==> config.mk <==
export PLATFORM = sky130hd
export DESIGN_NAME = fbreg_top
export DESIGN_NICKNAME = d
export VERILOG_FILES = /design/src/rtl/fbreg_pkg.sv /design/src/rtl/fbreg_decode.sv /design/src/rtl/fbreg_ctrl_stat.sv /design/src/rtl/fbreg_store.sv /design/src/rtl/fbreg_top.sv
export SDC_FILE = /design/constraint.sdc
export NUM_CORES = 1
export LEC_CHECK = 0
export BUFFER_PORTS_ARGS = -buffer_cell sky130_fd_sc_hd__buf_2
export CORE_MARGIN = 8
export CORE_UTILIZATION = 55
export CTS_CLUSTER_SIZE = 30
export DETAILED_ROUTE_END_ITERATION = 12
export PLACE_DENSITY = 0.72
export SYNTH_ARGS = -nofsm -noshare
export SYNTH_HDL_FRONTEND = slang
export SYNTH_SLANG_ARGS = --single-unit
==> constraint.sdc <==
create_clock -name clk -period 1.8 [get_ports clk]
set_input_delay 0.54 -clock clk [delete_from_list [all_inputs] [get_ports clk]]
set_output_delay 0.54 -clock clk [all_outputs]
set_load 0.1 [all_outputs]
==> src/rtl/fbreg_pkg.sv <==
package fbreg_pkg;
  localparam int unsigned FB_ADDR_W     = 5;
  localparam int unsigned FB_DATA_W     = 8;
  localparam int unsigned FB_CTRL_OFS   = 16;
  localparam int unsigned FB_STAT_OFS   = 17;
  localparam int unsigned FB_STORE_BASE = 18;
  localparam int unsigned FB_IRQEN_BIT  = 7;
  localparam int unsigned FB_PEND_BIT   = 7;
  localparam logic [7:0]  FB_STAT_ID    = 8'h61;
endpackage

==> src/rtl/fbreg_decode.sv <==
module fbreg_decode #(
  parameter int unsigned ADDR_W     = fbreg_pkg::FB_ADDR_W,
  parameter int unsigned CTRL_OFS   = fbreg_pkg::FB_CTRL_OFS,
  parameter int unsigned STAT_OFS   = fbreg_pkg::FB_STAT_OFS,
  parameter int unsigned STORE_BASE = fbreg_pkg::FB_STORE_BASE,
  parameter int unsigned STORE_CNT  = (1 << ADDR_W) - STORE_BASE,
  parameter int unsigned IDX_W      = (STORE_CNT > 1) ? $clog2(STORE_CNT) : 1
) (
  input  logic [ADDR_W-1:0] addr,
  output logic              ctrl_hit,
  output logic              stat_hit,
  output logic              store_hit,
  output logic [IDX_W-1:0]  store_idx
);
  localparam logic [ADDR_W-1:0] CTRL_A  = ADDR_W'(CTRL_OFS);
  localparam logic [ADDR_W-1:0] STAT_A  = ADDR_W'(STAT_OFS);
  localparam logic [ADDR_W-1:0] STORE_A = ADDR_W'(STORE_BASE);

  logic [ADDR_W-1:0] rel;

  always_comb begin
    ctrl_hit  = (addr == CTRL_A);
    stat_hit  = (addr == STAT_A);
    store_hit = (addr >= STORE_A);
    rel       = addr - STORE_A;
    store_idx = store_hit ? rel[IDX_W-1:0] : '0;
  end
endmodule

==> src/rtl/fbreg_ctrl_stat.sv <==
module fbreg_ctrl_stat #(
  parameter int unsigned DATA_W    = fbreg_pkg::FB_DATA_W,
  parameter int unsigned IRQEN_BIT = fbreg_pkg::FB_IRQEN_BIT
) (
  input  logic              clk,
  input  logic              rst_n,
  input  logic              ctrl_wr,
  input  logic              stat_wr,
  input  logic [DATA_W-1:0] wdata,
  input  logic              frame_done,
  output logic [DATA_W-1:0] ctrl_q,
  output logic              pend_q,
  output logic              irq_q
);
  logic              ctrl_en;
  logic [DATA_W-1:0] ctrl_d;
  logic              pend_set;
  logic              pend_d;

  always_comb begin
    ctrl_en  = ctrl_wr;
    ctrl_d   = wdata;
    pend_set = frame_done & ctrl_q[IRQEN_BIT];
    // set beats acknowledge so a coincident frame is not lost
    pend_d   = pend_set | (pend_q & ~stat_wr);
  end

  always_ff @(posedge clk or negedge rst_n) begin
    if (!rst_n) begin
      ctrl_q <= '0;
    end else if (ctrl_en) begin
      ctrl_q <= ctrl_d;
    end
  end

  always_ff @(posedge clk or negedge rst_n) begin
    if (!rst_n) begin
      pend_q <= 1'b0;
      irq_q  <= 1'b0;
    end else begin
      pend_q <= pend_d;
      irq_q  <= pend_d;
    end
  end


  frame_sets_pend_chk: assert property (@(posedge clk) disable iff (!rst_n)
    (frame_done && ctrl_q[IRQEN_BIT]) |=> pend_q);

  disabled_frame_hold_chk: assert property (@(posedge clk) disable iff (!rst_n)
    (frame_done && !ctrl_q[IRQEN_BIT] && !stat_wr) |=> $stable(pend_q));

  ack_clears_chk: assert property (@(posedge clk) disable iff (!rst_n)
    (stat_wr && !(frame_done && ctrl_q[IRQEN_BIT])) |=> !pend_q && !irq_q);

  set_wins_chk: assert property (@(posedge clk) disable iff (!rst_n)
    (stat_wr && frame_done && ctrl_q[IRQEN_BIT]) |=> irq_q);

  irq_tracks_pend_chk: assert property (@(posedge clk) disable iff (!rst_n)
    irq_q == pend_q);
endmodule

==> src/rtl/fbreg_store.sv <==
module fbreg_store #(
  parameter int unsigned DATA_W = fbreg_pkg::FB_DATA_W,
  parameter int unsigned DEPTH  = 14,
  parameter int unsigned IDX_W  = (DEPTH > 1) ? $clog2(DEPTH) : 1
) (
  input  logic              clk,
  input  logic              rst_n,
  input  logic              wr_en,
  input  logic [IDX_W-1:0]  wr_idx,
  input  logic [DATA_W-1:0] wdata,
  input  logic [IDX_W-1:0]  rd_idx,
  output logic [DATA_W-1:0] rd_val
);
  logic [DATA_W-1:0] cell_q [DEPTH];

  for (genvar gi = 0; gi < DEPTH; gi++) begin : g_cell
    logic cell_en;
    always_comb cell_en = wr_en && (wr_idx == IDX_W'(gi));

    always_ff @(posedge clk or negedge rst_n) begin
      if (!rst_n) begin
        cell_q[gi] <= '0;
      end else if (cell_en) begin
        cell_q[gi] <= wdata;
      end
    end


    cell_write_chk: assert property (@(posedge clk) disable iff (!rst_n)
      (wr_en && wr_idx == IDX_W'(gi)) |=> cell_q[gi] == $past(wdata));
  end

  always_comb begin
    rd_val = '0;
    for (int k = 0; k < DEPTH; k++) begin
      if (rd_idx == IDX_W'(k)) rd_val = cell_q[k];
    end
  end
endmodule

==> src/rtl/fbreg_top.sv <==
module fbreg_top #(
  parameter int unsigned ADDR_W     = fbreg_pkg::FB_ADDR_W,
  parameter int unsigned DATA_W     = fbreg_pkg::FB_DATA_W,
  parameter int unsigned CTRL_OFS   = fbreg_pkg::FB_CTRL_OFS,
  parameter int unsigned STAT_OFS   = fbreg_pkg::FB_STAT_OFS,
  parameter int unsigned STORE_BASE = fbreg_pkg::FB_STORE_BASE,
  parameter int unsigned IRQEN_BIT  = fbreg_pkg::FB_IRQEN_BIT,
  parameter int unsigned PEND_BIT   = fbreg_pkg::FB_PEND_BIT
) (
  input  logic              clk,
  input  logic              rst_n,
  input  logic [ADDR_W-1:0] addr,
  input  logic              wr_en,
  input  logic [DATA_W-1:0] wr_data,
  input  logic              rd_en,
  output logic [DATA_W-1:0] rd_data,
  input  logic              frame_done,
  output logic              irq
);
  localparam int unsigned STORE_CNT = (1 << ADDR_W) - STORE_BASE;
  localparam int unsigned IDX_W     = (STORE_CNT > 1) ? $clog2(STORE_CNT) : 1;
  localparam logic [DATA_W-1:0] STAT_ID = DATA_W'(fbreg_pkg::FB_STAT_ID);

  logic              ctrl_hit, stat_hit, store_hit;
  logic [IDX_W-1:0]  store_idx;
  logic [DATA_W-1:0] ctrl_q;
  logic              pend_q;
  logic              irq_q;
  logic [DATA_W-1:0] store_val;
  logic [DATA_W-1:0] rd_d;
  logic [DATA_W-1:0] rd_q;
  logic              rd_load;

  fbreg_decode #(
    .ADDR_W(ADDR_W), .CTRL_OFS(CTRL_OFS), .STAT_OFS(STAT_OFS),
    .STORE_BASE(STORE_BASE), .STORE_CNT(STORE_CNT), .IDX_W(IDX_W)
  ) i_decode (
    .addr(addr), .ctrl_hit(ctrl_hit), .stat_hit(stat_hit),
    .store_hit(store_hit), .store_idx(store_idx)
  );

  fbreg_ctrl_stat #(.DATA_W(DATA_W), .IRQEN_BIT(IRQEN_BIT)) i_ctrl_stat (
    .clk(clk), .rst_n(rst_n),
    .ctrl_wr(wr_en && ctrl_hit), .stat_wr(wr_en && stat_hit),
    .wdata(wr_data), .frame_done(frame_done),
    .ctrl_q(ctrl_q), .pend_q(pend_q), .irq_q(irq_q)
  );

  fbreg_store #(.DATA_W(DATA_W), .DEPTH(STORE_CNT), .IDX_W(IDX_W)) i_store (
    .clk(clk), .rst_n(rst_n),
    .wr_en(wr_en && store_hit), .wr_idx(store_idx), .wdata(wr_data),
    .rd_idx(store_idx), .rd_val(store_val)
  );

  always_comb begin
    rd_load = rd_en;
    rd_d    = '0;
    if (ctrl_hit) begin
      rd_d = ctrl_q;
    end else if (stat_hit) begin
      rd_d           = STAT_ID;
      rd_d[PEND_BIT] = pend_q;
    end else if (store_hit) begin
      rd_d = store_val;
    end
  end

  always_ff @(posedge clk or negedge rst_n) begin
    if (!rst_n) begin
      rd_q <= '0;
    end else if (rd_load) begin
      rd_q <= rd_d;
    end
  end

  assign rd_data = rd_q;
  assign irq     = irq_q;


  stat_id_bits_chk: assert property (@(posedge clk) disable iff (!rst_n)
    (rd_en && addr == ADDR_W'(STAT_OFS)) |=> rd_data[6:0] == 7'h61);

  low_window_zero_chk: assert property (@(posedge clk) disable iff (!rst_n)
    (rd_en && addr < ADDR_W'(CTRL_OFS)) |=> rd_data == '0);

  rd_hold_chk: assert property (@(posedge clk) disable iff (!rst_n)
    !rd_en |=> $stable(rd_data));

  stat_irq_agree_chk: assert property (@(posedge clk) disable iff (!rst_n)
    (rd_en && addr == ADDR_W'(STAT_OFS) && !wr_en && !frame_done)
      |=> rd_data[PEND_BIT] == irq);
endmodule

== Yosys cells after proc, flatten, opt, wreduce, memory -nomap -nowiden ==
Index checks and enable logic that the tools add are counted.
Widths: inputs -> output; s select.
Storage, ports and cells
  bits in registers: 129
  latch bits: 0
  memory bits (writable): 0
  memory bits (read-only): 0
  bits of input ports: 18
  output and inout bits: 9
  word-level logic and storage cells: 74
  memories kept: 0
Cells by class
  add/sub/neg operators: 1
  multipliers: 0
  div/mod/pow operators: 0
  order comparisons: 1
  equality and inequality tests: 15
  shifts and indexed selects: 0
  mux-type cells: 18
  bitwise operators: 4
  reduce and logical (&&, ||, !) cells: 18
Operators with widths (count)
  $mux 8: 17
  $eq 4x4->1 const B: 6
  $logic_and 1x1->1: 17
  $eq 4x3->1 const B: 4
  $eq 5x5->1 const B: 2
  $eq 4x2->1 const B: 2
  $ge 5x5->1 const B: 1
  $eq 4x1->1 const B: 1
  $logic_not 4->1: 1
  $mux 4: 1
  $sub 4x2->4 const B: 1
  $and 1x1->1: 2
  $not 1->1: 1
  $or 1x1->1: 1

== Depth between registers and ports, before layout ==
Gate-level depths: netlist (run 1).
  depth in word-level cells: 20
  gate-level depth with buffers: 11
  gate-level depth less buffers: 8

== Modules after synthesis ==
Synthesis (run 1) repeated with hierarchy kept, for this count alone.
Unflattened totals
  cells, all modules: 474
  area total of the unflattened synthesis: 6190.9 µm²
By module, submodules not included
  fbreg_store: instances 1, cells each 386, area each 5263.8 µm², sequential area each 2802.7 µm²
  fbreg_top: instances 1, cells each 50, area each 445.4 µm², sequential area each 200.2 µm²
  fbreg_ctrl_stat: instances 1, cells each 22, area each 376.6 µm², sequential area each 225.2 µm²
  fbreg_decode: instances 1, cells each 16, area each 105.1 µm², sequential area each 0.0 µm²

== Worst setup path before layout (run 1) ==
Ideal clock, no wire load.
  path kind: in2reg
  start: input port addr[1]
  end: register rd_q[0], in the netlist rd_data[0]
  library setup time: 145 ps
  arrival time: 2650 ps
  required time: 1655 ps
  setup slack: -995 ps
  stages on the path: 10
  buffers on the path: 2
  cells stage by stage: clkbuf_1 > inv_1 > ha_1 > nor2b_1 > buf_2 > or3_1 > a222oi_1 > o22ai_1 > a2111oi_0 > a311oi_1
On the way
  word-level cells in the longest chain between the ends: 20
  elaborated cells between the ends (all ways): 36
  those cells by class: add/sub (1); order compare (1); eq/ne (15); mux (18); reduce/logical (1)
RTL lines
  start, declared: line fbreg_top.sv:12  | input logic [ADDR_W-1:0] addr,
  $sub 4x2->4 / $ge 5x5->1 (equally long branches): line fbreg_decode.sv:25, fbreg_decode.sv:24
  $mux 4: line fbreg_decode.sv:26  | store_idx = store_hit ? rel[IDX_W-1:0] : '0;
  $logic_not 4->1: line fbreg_store.sv:36  | if (rd_idx == IDX_W'(k)) rd_val = cell_q[k];
  $mux 8 (14 in a row): line fbreg_store.sv:36
  $mux 8: line fbreg_top.sv:63  | end else if (store_hit) begin
  $mux 8: line fbreg_top.sv:60  | end else if (stat_hit) begin
  $mux 8 *: line fbreg_top.sv:58  | if (ctrl_hit) begin
  end signal, assigned: line fbreg_top.sv:72  | rd_q <= rd_d;
  end, declared: line fbreg_top.sv:31  | logic [DATA_W-1:0] rd_q;
Every way passes the cells marked *; elsewhere a longest branch is shown, timed or not.
A chain may end at the register's enable or synchronous reset.

== Worst setup path after layout (run 1) ==
  start: input port addr[1]
  end: register rd_q[2], in the netlist rd_data[2]
Same word-level chain as after synthesis.

==> results of run 1 <==
==> worst max-delay path by stage <==
stage | from | end | slack [ps] | cells after the start
finish | addr[1] | rd_data[2] | -380 | 12
global route | addr[1] | rd_data[7] | -440 | 11
CTS | addr[1] | rd_data[5] | -300 | 11
detailed placement | addr[2] | rd_data[0] | -980 | 10
global placement | addr[2] | rd_data[0] | -1040 | 10
floorplan | addr[1] | i_store.cell_q[40] | -650 | 9
==> area by class of cell <==
| type | count | area, µm² | area share, % |
|---|---|---|---|
| Tap cell | 143 | 178.9 | 1.831 |
| Clock inverter | 7 | 60.06 | 0.6145 |
| Multi-Input combinational cell | 371 | 3990 | 40.83 |
| Clock buffer | 23 | 478.0 | 4.891 |
| Sequential cell | 129 | 3228 | 33.03 |
| Inverter | 7 | 47.55 | 0.4865 |
| Timing Repair Buffer | 189 | 1790 | 18.32 |
==> critical path: stages <==
cell	delay [ps]
buf_12	90
inv_8	30
ha_4	170
buf_6	130
xor2_4	180
buf_6	140
buf_8	130
nor4_4	310
buf_4	200
a221oi_2	40
a211o_1	360
a21oi_1	180
==> routing by layer <==
layer	vias to the layer above	GRT usage [%]	routed length [µm]
li1	2393	-	-
met1	3020	39.99	9680
met2	302	48.17	11720
met3	78	8.794	1839
met4	0	15.12	1097
met5	-	0	0
==> registers in the layout (all words and copies together) (netlist names) <==
register            flops
i_store.cell_q        112
i_ctrl_stat.ctrl_q      8
rd_data                 8
i_ctrl_stat.pend_q      1
==> logic make-up (layout without fill, tap and decap cells) <==
group | Yosys count | after routing
and+or+nand+nor | 125 | 125
DFF | 129 | 129
adders and majority gates | 1 | 1
xor gates and xnor gates | 2 | 2
AOI/OAI and AO/OA | 120 | 120
muxes | 123 | 123
buffers and inverters | 36 | 226
==> power breakdown <==
part           internal, mW  switching, mW
sequential             3.35          0.354
combinational          1.10           1.08
clock                  1.97           1.24
==> what timing repair did <==
item                                    4_1_cts  5_1_grt
gates cloned                                  0        1
pin swaps                                    25       48
endpoints found under the setup margin      122      130
setup buffers                                20       27
hold endpoints to repair                      0        0
gates resized for setup                     183       79
==> through the flow <==
step	cell area (µm²)	setup TNS (ps)	setup slack, ps	utilization (%)
after detailed placement	7791	-96540	-977.8	68.53
final	9773	-22620	-381.7	85.96
after global routing	9773	-26240	-439.4	85.96
after global placement	7791	-97830	-1036	68.53
after CTS	9245	-13750	-298.4	81.31
after floorplan	6653	-59070	-645.6	-
==> layout by cell type, fill, tap and decap left out, types with 16 or more instances in the layout <==
cell,count
mux2_4,105
buf_12,19
buf_4,103
nor2_1,17
clkbuf_16,17
dfrtp_1,129
buf_6,41
mux2_2,16
nand2_1,21
buf_2,20
==> results by group, run 1 <==
Logic synthesis
  • Cell with the most instances after synthesis: dfrtp_1
  • Syn_area_per_cell: 11.88 µm²
  • Count of cell types in the netlist: between 60 and 70
  • Post-synth EDFFs: 0
  • Yosys warning total: 0
  • Seq/Total Area, Yosys: 50.71%
  • Mux contribution to synthesized area: 21.72%
  • Post-Synthesis Cells: approximately 540
  • Post-synth top area share: 50.71%
  • Async SR Flop Fraction: 100.0%
  • Mapped Area: 6366 µm²
  • Top_reg_cell synth: dfrtp_1
  • Post-synthesis compound-gate area fraction: 13.56%
  • Leading area contributor after synthesis: dfrtp_1
  • Adder-cell share of the synthesized area: 0.1965%
  • Top cells by area, synth: dfrtp_1 (51%), mux2_2 (21%), o21ai_0 (1.9%)
  • Largest family of logic cells by synthesized area: multiplexers
  • Yosys reg bits: roughly 130
  • Synth Area in Simple Gates: between 10 and 15%
  • XOR/XNOR share of the synthesized area: 0.3931%
  • Syn Nets: around 560
  • Post-synth top cells: dfrtp_1 (129), mux2_2 (120), nand2_1 (26), nor2_1 (24), o21ai_0 (24)

Routing
  • DR vias: between 5000 and 6000
  • Starting DRT DRC Count: approximately 730
  • DRC: 0
  • Post-route ant nets: 0
  • Post-DR wirelength/cell: 28.00 µm
  • Post-Route WL: roughly 24000 µm
  • Pre-Repair DR Iteration Count: 5
  • Routed vias/inst: 6.666

Floorplanning
  • Initial Util: between 50% and 60%
  • Die Height: 123.6 µm
  • I/O pins: 27
  • Die Width: 123.6 µm
  • Core area: 11370 µm²
  • Die Area: 15270 µm²
  • Num rows: 39

CTS
  • CTS max path bufs: 2
  • Hold_buf cts: 0
  • Cts bufs inserted: 17
  • Clk Latency, worst-skew pair: roughly 430 ps
  • CTS tree: done
  • Clock-pin slew on the worst setup and hold paths: about 60 ps
  • # H-tree levels: 4
  • Clock tree root driver cell: clkbuf_16
  • Clock sinks: ~130

Global route
  • Initial antenna violation count: 0
  • Via count of the first global-routing pass: 5954
  • Global-route wire length before repair: 35020 µm
  • Congestion Overflow GR: 0
  • Pin count of the biggest net entering global routing: 55
  • All-Layer GR Usage: 31.26%

Pwr
  • Pleak: 4.435 nW
  • Overall power: 9.101 mW
  • Max VDD drop: 969.7 µV
  • PD cells: 931.2 nW/µm²

STA
  • Setup Skew: around 8.3 ps
  • Maximum clock frequency: between 400 and 500 MHz
  • Final Critical Period: 2182 ps
  • Hold_ws: 12.27 ps
  • Rel. slew slack: 65.47%
  • Worst slew pin tran: 516.3 ps
  • Final Setup Violations: 121
  • Fin worst setup slack: -381.7 ps
  • Fin crit share: 121.2%
  • RSZ-0062 raised after global routing: yes
  • Final Max Tran Viols: 0
  • Hold Fails Final Rpt: 0

Setup path
  • Worst Setup Path Type: in2reg
  • Crit path DAT: about 2500 ps
  • Critical Path RT: 2150 ps
  • Max FO, Critical Path: 6
  • Worst reg2reg endpoint: rd_data[0]
  • Startpoint types: input port
  • FF-to-FF path depth: 6
  • R2R setup slack: -90 ps
  • Critical Path End Type: flip-flop
  • RR Startpoint: i_store.cell_q[80]

Placement
  • DP Cell Count: 798
  • PortBufs: 26
  • DP HPWL: around 15000 µm
  • GPL Wtd Cong: 0.9379

Hold path
  • Min-delay worst type: in2async

Run status
  • Status: finished with violations
  • Failing checks: setup timing

Finish
  • Fin nets: ~730
  • Share of post-route cells with drive strength above 1: 59.64%
  • Post-route insts no fill: 869
  • Diodes inserted: 0
  • Filler Cell Count: approximately 530
  • Synth-to-Final Area Change: 53.52%

Job
  • Max Cap Viol: 0
No activity file was read; power rests on OpenSTA's default activity.
==> run 2: changes to the inputs <==
--- a/config.mk
+++ b/config.mk
@@ -8,6 +8,7 @@
 export BUFFER_PORTS_ARGS = -buffer_cell sky130_fd_sc_hd__buf_2
 export CORE_MARGIN = 8
 export CORE_UTILIZATION = 55
+export CTS_BUF_LIST = sky130_fd_sc_hd__clkbuf_4 sky130_fd_sc_hd__clkbuf_8
 export CTS_CLUSTER_SIZE = 30
 export DETAILED_ROUTE_END_ITERATION = 12
 export PLACE_DENSITY = 0.72
==> constraint.sdc (replaced) <==
create_clock -name clk -period 2.1 [get_ports clk]
set_input_delay 0.63 -clock clk [delete_from_list [all_inputs] [get_ports clk]]
set_output_delay 0.63 -clock clk [all_outputs]
set_load 0.1 [all_outputs]
==> run 2 against run 1 <==
The flow still finishes with violations (setup timing). Clock power down 40%. Sequential power fell by 16%. Sequential cell count unchanged. First-iteration DRC count decreased by 26%. Critical path depth shrank 3. Core utilization is 12 points lower. Count of clock-buffer cells in the layout shrank 1. Hold slack gained 70 ps. Critical path type unchanged. Largest cell class unchanged. Largest power group unchanged.
==> results by group, run 2 (same netlist as run 1, synthesis figures left out) <==
Run status
  • Status: finished with violations (unchanged)
  • Failing checks: setup timing (unchanged)

Pwr
  • PD cells: 772.9 nW/µm² (was 931.2 nW/µm²)
  • Max VDD drop: 733.0 µV (was 969.7 µV)
  • Overall power: 6.496 mW (was 9.101 mW)
  • Pleak: 3.861 nW (was 4.435 nW)

Routing
  • DRC: 0 (unchanged)
  • Post-Route WL: 20220 µm (was 24330 µm)
  • Starting DRT DRC Count: 543 (was 732)
  • DR WL met3: 1240 µm (was 1839 µm)
  • Pre-Repair DR Iteration Count: 5 (unchanged)
  • Met2 routed WL: 9786 µm (was 11720 µm)
  • Post-route met1 wirelength: 8265 µm (was 9680 µm)
  • Routed vias/inst: 6.383 (was 6.666)
  • Post-route ant nets: 0 (unchanged)
  • DR vias: 5285 (was 5793)
  • Top layer in use: met4 (unchanged)
  • Post-DR wirelength/cell: 24.41 µm (was 28.00 µm)

Finish
  • Diodes inserted: 0 (unchanged)
  • Post-route insts no fill: 828 (was 869)
  • Largest register FFs: 112 (unchanged)
  • Most common cell after layout, fill and taps aside: dfrtp_1 (unchanged)
  • Commonest non-fill, non-tap cells in the layout: dfrtp_1 (129), buf_4 (109), mux2_2 (104), nand2_1 (24), buf_2 (22) (was dfrtp_1 (129), mux2_4 (105), buf_4 (103), buf_6 (41), nand2_1 (21))
  • Synth-to-Final Area Change: 32.02% (was 53.52%)
  • Fin util: 73.92% (was 85.96%)
  • Post-route design area: 8404 µm² (was 9773 µm²)
  • Top reg by flops: i_store.cell_q (unchanged)
  • Share of post-route cells with drive strength above 1: 53.72% (was 59.64%)
  • Fin nets: 694 (was 734)

CTS
  • Clk Latency, worst-skew pair: 460 ps (was 430 ps)
  • Hold_buf cts: 0 (unchanged)
  • CTS tree: done (unchanged)
  • Clock-pin slew on the worst setup and hold paths: 80 ps (was 60 ps)
  • CTS max path bufs: 2 (unchanged)
  • # H-tree levels: 4 (unchanged)
  • Clock sinks: 129 (unchanged)
  • Clock tree root driver cell: clkbuf_8 (was clkbuf_16)
  • Cts bufs inserted: 17 (unchanged)

Placement
  • DP Cell Count: 795 (was 798)
  • DP Worst Slack: -748.4 ps (was -977.8 ps)
  • GPL Wtd Cong: 1.015 (was 0.9379)
  • DP HPWL: 14600 µm (was 14550 µm)
  • Placed Area: 7759 µm² (was 7791 µm²)
  • PortBufs: 26 (unchanged)

Setup path
  • Max FO, Critical Path: 8 (was 6)
  • FF-to-FF path depth: 5 (was 6)
  • R2R setup slack: 320 ps (was -90 ps)
  • Worst reg2reg endpoint: rd_data[0] (unchanged)
  • Startpoint types: input port (unchanged)
  • Crit path DAT: 2500 ps (was 2530 ps)
  • Critical Path RT: 2420 ps (was 2150 ps)
  • Worst Setup Path Type: in2reg (unchanged)
  • Critical Path End Type: flip-flop (unchanged)
  • RR Startpoint: i_store.cell_q[80] (unchanged)

STA
  • Rel. slew slack: 63.12% (was 65.47%)
  • Final Setup Violations: 15 (was 121)
  • Hold Fails Final Rpt: 0 (unchanged)
  • Final Max Tran Viols: 0 (unchanged)
  • RSZ-0062 raised after global routing: yes (unchanged)
  • Fin worst setup slack: -72.35 ps (was -381.7 ps)
  • Fin crit share: 103.4%
  • Hold_ws: 82.05 ps (was 12.27 ps)
  • Worst slew pin tran: 551.8 ps (was 516.3 ps)
  • TNS Setup: -543.5 ps (was -22620 ps)
  • Maximum clock frequency: 460.3 MHz
  • Final Critical Period: 2172 ps
  • Setup Skew: 10.96 ps (was 8.295 ps)

Floorplanning
  • Die Area: 15270 µm² (unchanged)
  • Die Width: 123.6 µm (unchanged)
  • Core area: 11370 µm² (unchanged)
  • Initial Util: 55.99% (unchanged)
  • Die Height: 123.6 µm (unchanged)
  • I/O pins: 27 (unchanged)
  • Num rows: 39 (unchanged)

Global route
  • Initial antenna violation count: 0 (unchanged)
  • Congestion Overflow GR: 0 (unchanged)
  • Via count of the first global-routing pass: 5569 (was 5954)
  • All-Layer GR Usage: 28.02% (was 31.26%)
  • Global-route wire length before repair: 31420 µm (was 35020 µm)
  • Pin count of the biggest net entering global routing: 37 (was 55)

Hold path
  • Min-delay worst type: in2async (unchanged)

Job
  • Max Cap Viol: 0 (unchanged)
## run 2: cell types whose count changed in the layout (fill, tap and decap cells not counted), sizes merged
cell and delta:
buf -39, clkbuf -2
## run 2: area by class of cell
| type | instances | area (µm²) |
|---|---|---|
| Timing Repair Buffer | 149 | 1214 |
| Tap cell | 143 | 178.9 |
| Clock inverter | 7 | 62.56 |
| Fill cell | 808 | 2965 |
| Sequential cell | 129 | 3228 |
| Multi-Input combinational cell | 371 | 3400 |
| Inverter | 7 | 37.54 |
| Clock buffer | 22 | 284.0 |
## run 2: what timing repair did
action / 4_1_cts / 5_1_grt
pin swaps: 11 / 15
buffers inserted: 2 / 3
gates resized for setup: 33 / 34
endpoints found under the setup margin: 110 / 110
## run 2: layer usage
metal  global-route usage [%]  up-vias
met5                        0        -
met4                    15.35        0
met3                    6.573       66
met2                    45.01      219
met1                    34.41     2678
li1                         -     2322
## run 2: power breakdown
| group | leakage, nW | switching, mW | internal, mW |
|---|---|---|---|
| combinational | 1.97 | 0.780 | 0.666 |
| sequential | 1.71 | 0.252 | 2.87 |
| clock | 0.184 | 0.924 | 1.00 |
| total | 3.86 | 1.96 | 4.54 |
## run 2: critical path: stages
cell       delay [ps]
buf_8              90
inv_8              30
ha_4              170
nor2b_2           190
or3_4             380
a222oi_1          360
o22ai_1           180
a2111oi_2         370
a311oi_1           90
## run 2: how the worst max path moves through the flow
stage	from	to	slack [ps]	depth (start not counted)
after floorplan	addr[1]	i_store.cell_q[40]	-440	9
after global placement	addr[1]	rd_data[0]	-750	11
after detailed placement	addr[2]	rd_data[2]	-750	11
after CTS	addr[2]	rd_data[5]	-70	11
after global routing	addr[1]	rd_data[5]	-90	11
final	addr[1]	rd_data[0]	-70	9
==> run 3: changes to the inputs <==
--- a/config.mk
+++ b/config.mk
@@ -5,6 +5,7 @@
 export SDC_FILE = /design/constraint.sdc
 export NUM_CORES = 1
 export LEC_CHECK = 0
+export ABC_AREA = 1
 export BUFFER_PORTS_ARGS = -buffer_cell sky130_fd_sc_hd__buf_2
 export CORE_MARGIN = 8
 export CORE_UTILIZATION = 55
==> run 3 against run 2 <==
The run still ends with setup timing left. Clock power increased by 35%. Wire length is 24% lower. Register-to-register slack improved by 170 ps. Critical path type unchanged. Sequential cell count unchanged. Worst setup slack worse by 63 ps.
==> results by group, run 3 <==
Finish
  • Post-route insts no fill: 958 (was 828)
  • Share of post-route cells with drive strength above 1: 21.27% (was 53.72%)
  • Synth-to-Final Area Change: 24.22% (was 32.02%)
  • Most common cell after layout, fill and taps aside: nand2_1 (was dfrtp_1)
  • Commonest non-fill, non-tap cells in the layout: nand2_1 (231), dfrtp_1 (129), o21ai_0 (119), buf_4 (52), inv_1 (41) (was dfrtp_1 (129), buf_4 (109), mux2_2 (104), nand2_1 (24), buf_2 (22))
  • Fin nets: 824 (was 694)
  • Diodes inserted: 0 (unchanged)
  • Filler Cell Count: 857 (was 808)
  • Largest register FFs: 112 (unchanged)
  • Fin util: 68.99% (was 73.92%)
  • Top reg by flops: i_store.cell_q (unchanged)

Run status
  • Status: finished with violations (unchanged)
  • Failing checks: setup timing (unchanged)

Logic synthesis
  • Top cells by area, synth: dfrtp_1 (55%), nand2_1 (15%), o21ai_0 (10%) (was dfrtp_1 (51%), mux2_2 (21%), o21ai_0 (1.9%))
  • Yosys reg bits: 129 (unchanged)
  • Seq/Total Area, Yosys: 54.58% (was 50.71%)
  • Syn_area_per_cell: 8.158 µm² (was 11.88 µm²)
  • Count of cell types in the netlist: 29 (was 65)
  • Yosys warning total: 0 (unchanged)
  • Syn Nets: 744 (was 555)
  • Leading area contributor after synthesis: dfrtp_1 (unchanged)
  • Post-Synthesis Cells: 725 (was 536)
  • Mapped Area: 5914 µm² (was 6366 µm²)
  • Post-synth top cells: nand2_1 (239), dfrtp_1 (129), o21ai_0 (120), inv_1 (47), nor2_1 (43) (was dfrtp_1 (129), mux2_2 (120), nand2_1 (26), nor2_1 (24), o21ai_0 (24))
  • Post-synth top area share: 54.58% (was 50.71%)
  • Cell with the most instances after synthesis: nand2_1 (was dfrtp_1)
  • Async SR Flop Fraction: 100.0% (unchanged)
  • Post-synth EDFFs: 0 (unchanged)
  • Top_reg_cell synth: dfrtp_1 (unchanged)

Pwr
  • Max VDD drop: 606.7 µV (was 733.0 µV)
  • PD cells: 919.7 nW/µm² (was 772.9 nW/µm²)
  • Overall power: 6.757 mW (was 6.496 mW)
  • Pleak: 3.479 nW (was 3.861 nW)

Setup path
  • Startpoint types: input port (unchanged)
  • Critical Path RT: 2450 ps (was 2420 ps)
  • Max FO, Critical Path: 6 (was 8)
  • Cell mode on critical path: nand2_1
  • Crit path DAT: 2580 ps (was 2500 ps)
  • Worst Setup Path Type: in2reg (unchanged)
  • R2R setup slack: 490 ps (was 320 ps)
  • Slowest stage cell, crit path: or2_4 (was or3_4)
  • Critical Path End Type: flip-flop (unchanged)
  • Worst-path cell chain: buf_12 > inv_12 > ha_4 > inv_2 > o21ai_2 > nand2_4 > o21ai_4 > nand2_2 > or2_4 > nand2_2 > nand4_1 > nand2_1 > nand3_1 > nand2_1 > nand2_1 > nand2_1 > nand2_1 > nand2_1 > nand2_1 > nand2_1 > nand2_1 (was buf_8 > inv_8 > ha_4 > nor2b_2 > or3_4 > a222oi_1 > o22ai_1 > a2111oi_2 > a311oi_1)
  • Crit path buf inv count: 3 (was 2)
  • Max incr delay on CP: 250 ps (was 380 ps)
  • Top delay family on crit path: simple AND/OR/NAND/NOR gates (was compound AO/OA/AOI/OAI gates)

Floorplanning
  • Num rows: 38 (was 39)
  • Initial Util: 55.53% (was 55.99%)
  • Die Width: 119.7 µm (was 123.6 µm)
  • I/O pins: 27 (unchanged)
  • Die Area: 14330 µm² (was 15270 µm²)
  • Die Height: 119.7 µm (was 123.6 µm)
  • Core area: 10650 µm² (was 11370 µm²)

Global route
  • Congestion Overflow GR: 0 (unchanged)
  • Pin count of the biggest net entering global routing: 65 (was 37)
  • All-Layer GR Usage: 22.55% (was 28.02%)
  • Via count of the first global-routing pass: 5053 (was 5569)
  • Initial antenna violation count: 0 (unchanged)
  • Global-route wire length before repair: 25560 µm (was 31420 µm)

Placement
  • DP Worst Slack: -713.6 ps (was -748.4 ps)
  • GPL Wtd Cong: 0.9423 (was 1.015)
  • DP Cell Count: 921 (was 795)
  • PortBufs: 26 (unchanged)
  • DP HPWL: 10500 µm (was 14600 µm)

Routing
  • DRC: 0 (unchanged)
  • DR vias: 5260 (was 5285)
  • Starting DRT DRC Count: 690 (was 543)
  • Post-DR wirelength/cell: 16.14 µm (was 24.41 µm)
  • Post-Route WL: 15460 µm (was 20220 µm)
  • Post-route ant nets: 0 (unchanged)
  • Routed vias/inst: 5.491 (was 6.383)
  • Pre-Repair DR Iteration Count: 5 (unchanged)

STA
  • Hold Fails Final Rpt: 0 (unchanged)
  • Worst slew pin tran: 612.9 ps (was 551.8 ps)
  • Final Setup Violations: 8 (was 15)
  • RSZ-0062 raised after global routing: yes (unchanged)
  • Hold_ws: 453.4 ps (was 82.05 ps)
  • Setup Skew: 11.58 ps (was 10.96 ps)
  • Fin crit share: 106.4% (was 103.4%)
  • Final Critical Period: 2235 ps (was 2172 ps)
  • Rel. slew slack: 59.10% (was 63.12%)
  • Fin worst setup slack: -135.1 ps (was -72.35 ps)
  • Final Max Tran Viols: 0 (unchanged)
  • Maximum clock frequency: 447.4 MHz (was 460.3 MHz)

CTS
  • Cts bufs inserted: 17 (unchanged)
  • Clock tree root driver cell: clkbuf_8 (unchanged)
  • Clock-pin slew on the worst setup and hold paths: 80 ps (about the same)
  • Clk Latency, worst-skew pair: 460 ps (about the same)
  • Clock sinks: 129 (unchanged)
  • # H-tree levels: 4 (unchanged)
  • CTS max path bufs: 2 (unchanged)
  • CTS tree: done (unchanged)

Job
  • Max Cap Viol: 0 (unchanged)

Hold path
  • Min-delay worst type: in2reg (was in2async)
==> run 3: changes by cell type after synthesis, moves of 13 or more <==
cell / change
inv_1: +41
nor2_1: +19
o21ai_0: +96
nand3_1: +21
nor3_1: -13
nand2_1: +213
a21oi_1: +17
mux2_2: -120
==> run 3: what timing repair did <==
item                                   CTS  global route
endpoints found under the hold margin    8             0
setup endpoints to repair                8            41
pin swaps                               17             7
resized for setup                       27            13
buffers inserted                         3             0
hold buffers                             1             0
gates cloned                             0             1
==> run 3: path summary, 6_finish.rpt <==
path | from | end | depth (start not counted)
worst max-delay path | addr[1] | rd_data[5] | 21
worst min-delay path | frame_done | i_ctrl_stat.pend_q | 2
worst max register to register | i_store.cell_q[93] | rd_data[5] | 13
worst min register to register | rd_data[6] | rd_data[6] | 2
max in group asynchronous | rst_n | i_store.cell_q[52] | 3
min in group asynchronous | rst_n | i_store.cell_q[96] | 2
==> run 3: power by group <==
| part | total (mW) | switching [mW] | internal, mW |
|---|---|---|---|
| Combinational | 1.07 | 0.713 | 0.359 |
| Sequential | 3.08 | 0.228 | 2.85 |
| Clock | 2.61 | 1.01 | 1.60 |
| Total | 6.76 | 1.95 | 4.80 |
==> run 3: cell type report <==
class | count | area, µm² | share of cell area (%)
Timing Repair Buffer | 90 | 737.0 | 10.03
Sequential cell | 129 | 3228 | 43.94
Multi-Input combinational cell | 518 | 2505 | 34.09
Tap cell | 140 | 175.2 | 2.384
Clock buffer | 19 | 261.5 | 3.559
Clock inverter | 13 | 231.5 | 3.151
Inverter | 49 | 209.0 | 2.844
==> run 3: metrics by stage <==
stage	setup TNS, ps	area, µm²
floorplan	-915.6	5982
global placement	-30160	6680
detailed placement	-37090	6680
CTS	-352.8	7301
global route	-2170	7347
finish	-533.4	7347
==> run 3: worst register-to-register path: stages (launching register included) <==
cell	delay (ps)
dfrtp_1	380
or2_4	250
nand2_2	70
nand4_1	100
nand2_1	80
nand3_1	90
nand2_1	70
nand2_1	50
nand2_1	90
nand2_1	70
nand2_1	60
nand2_1	60
nand2_1	70
nand2_1	50
==> run 3: per-layer routing <==
layer	routed length (µm)	global-route usage (%)
met5	0	0
met4	241	8.353
met3	1148	5.965
met2	7145	34.23
met1	6926	30.52
==> run 3: cell families (layout without fill, tap and decap cells) <==
| family | count (synthesis) | in the layout | share of synthesized area (%) |
|---|---|---|---|
| and+or+nand+nor | 357 | 357 | 25.96 |
| AOI/OAI and AO/OA | 159 | 159 | 13.69 |
| DFF | 129 | 129 | 54.58 |
| buffers and inverters | 78 | 171 | 5.416 |
| adders and majority gates | 1 | 1 | 0.2115 |
| xor gates and xnor gates | 1 | 1 | 0.1481 |
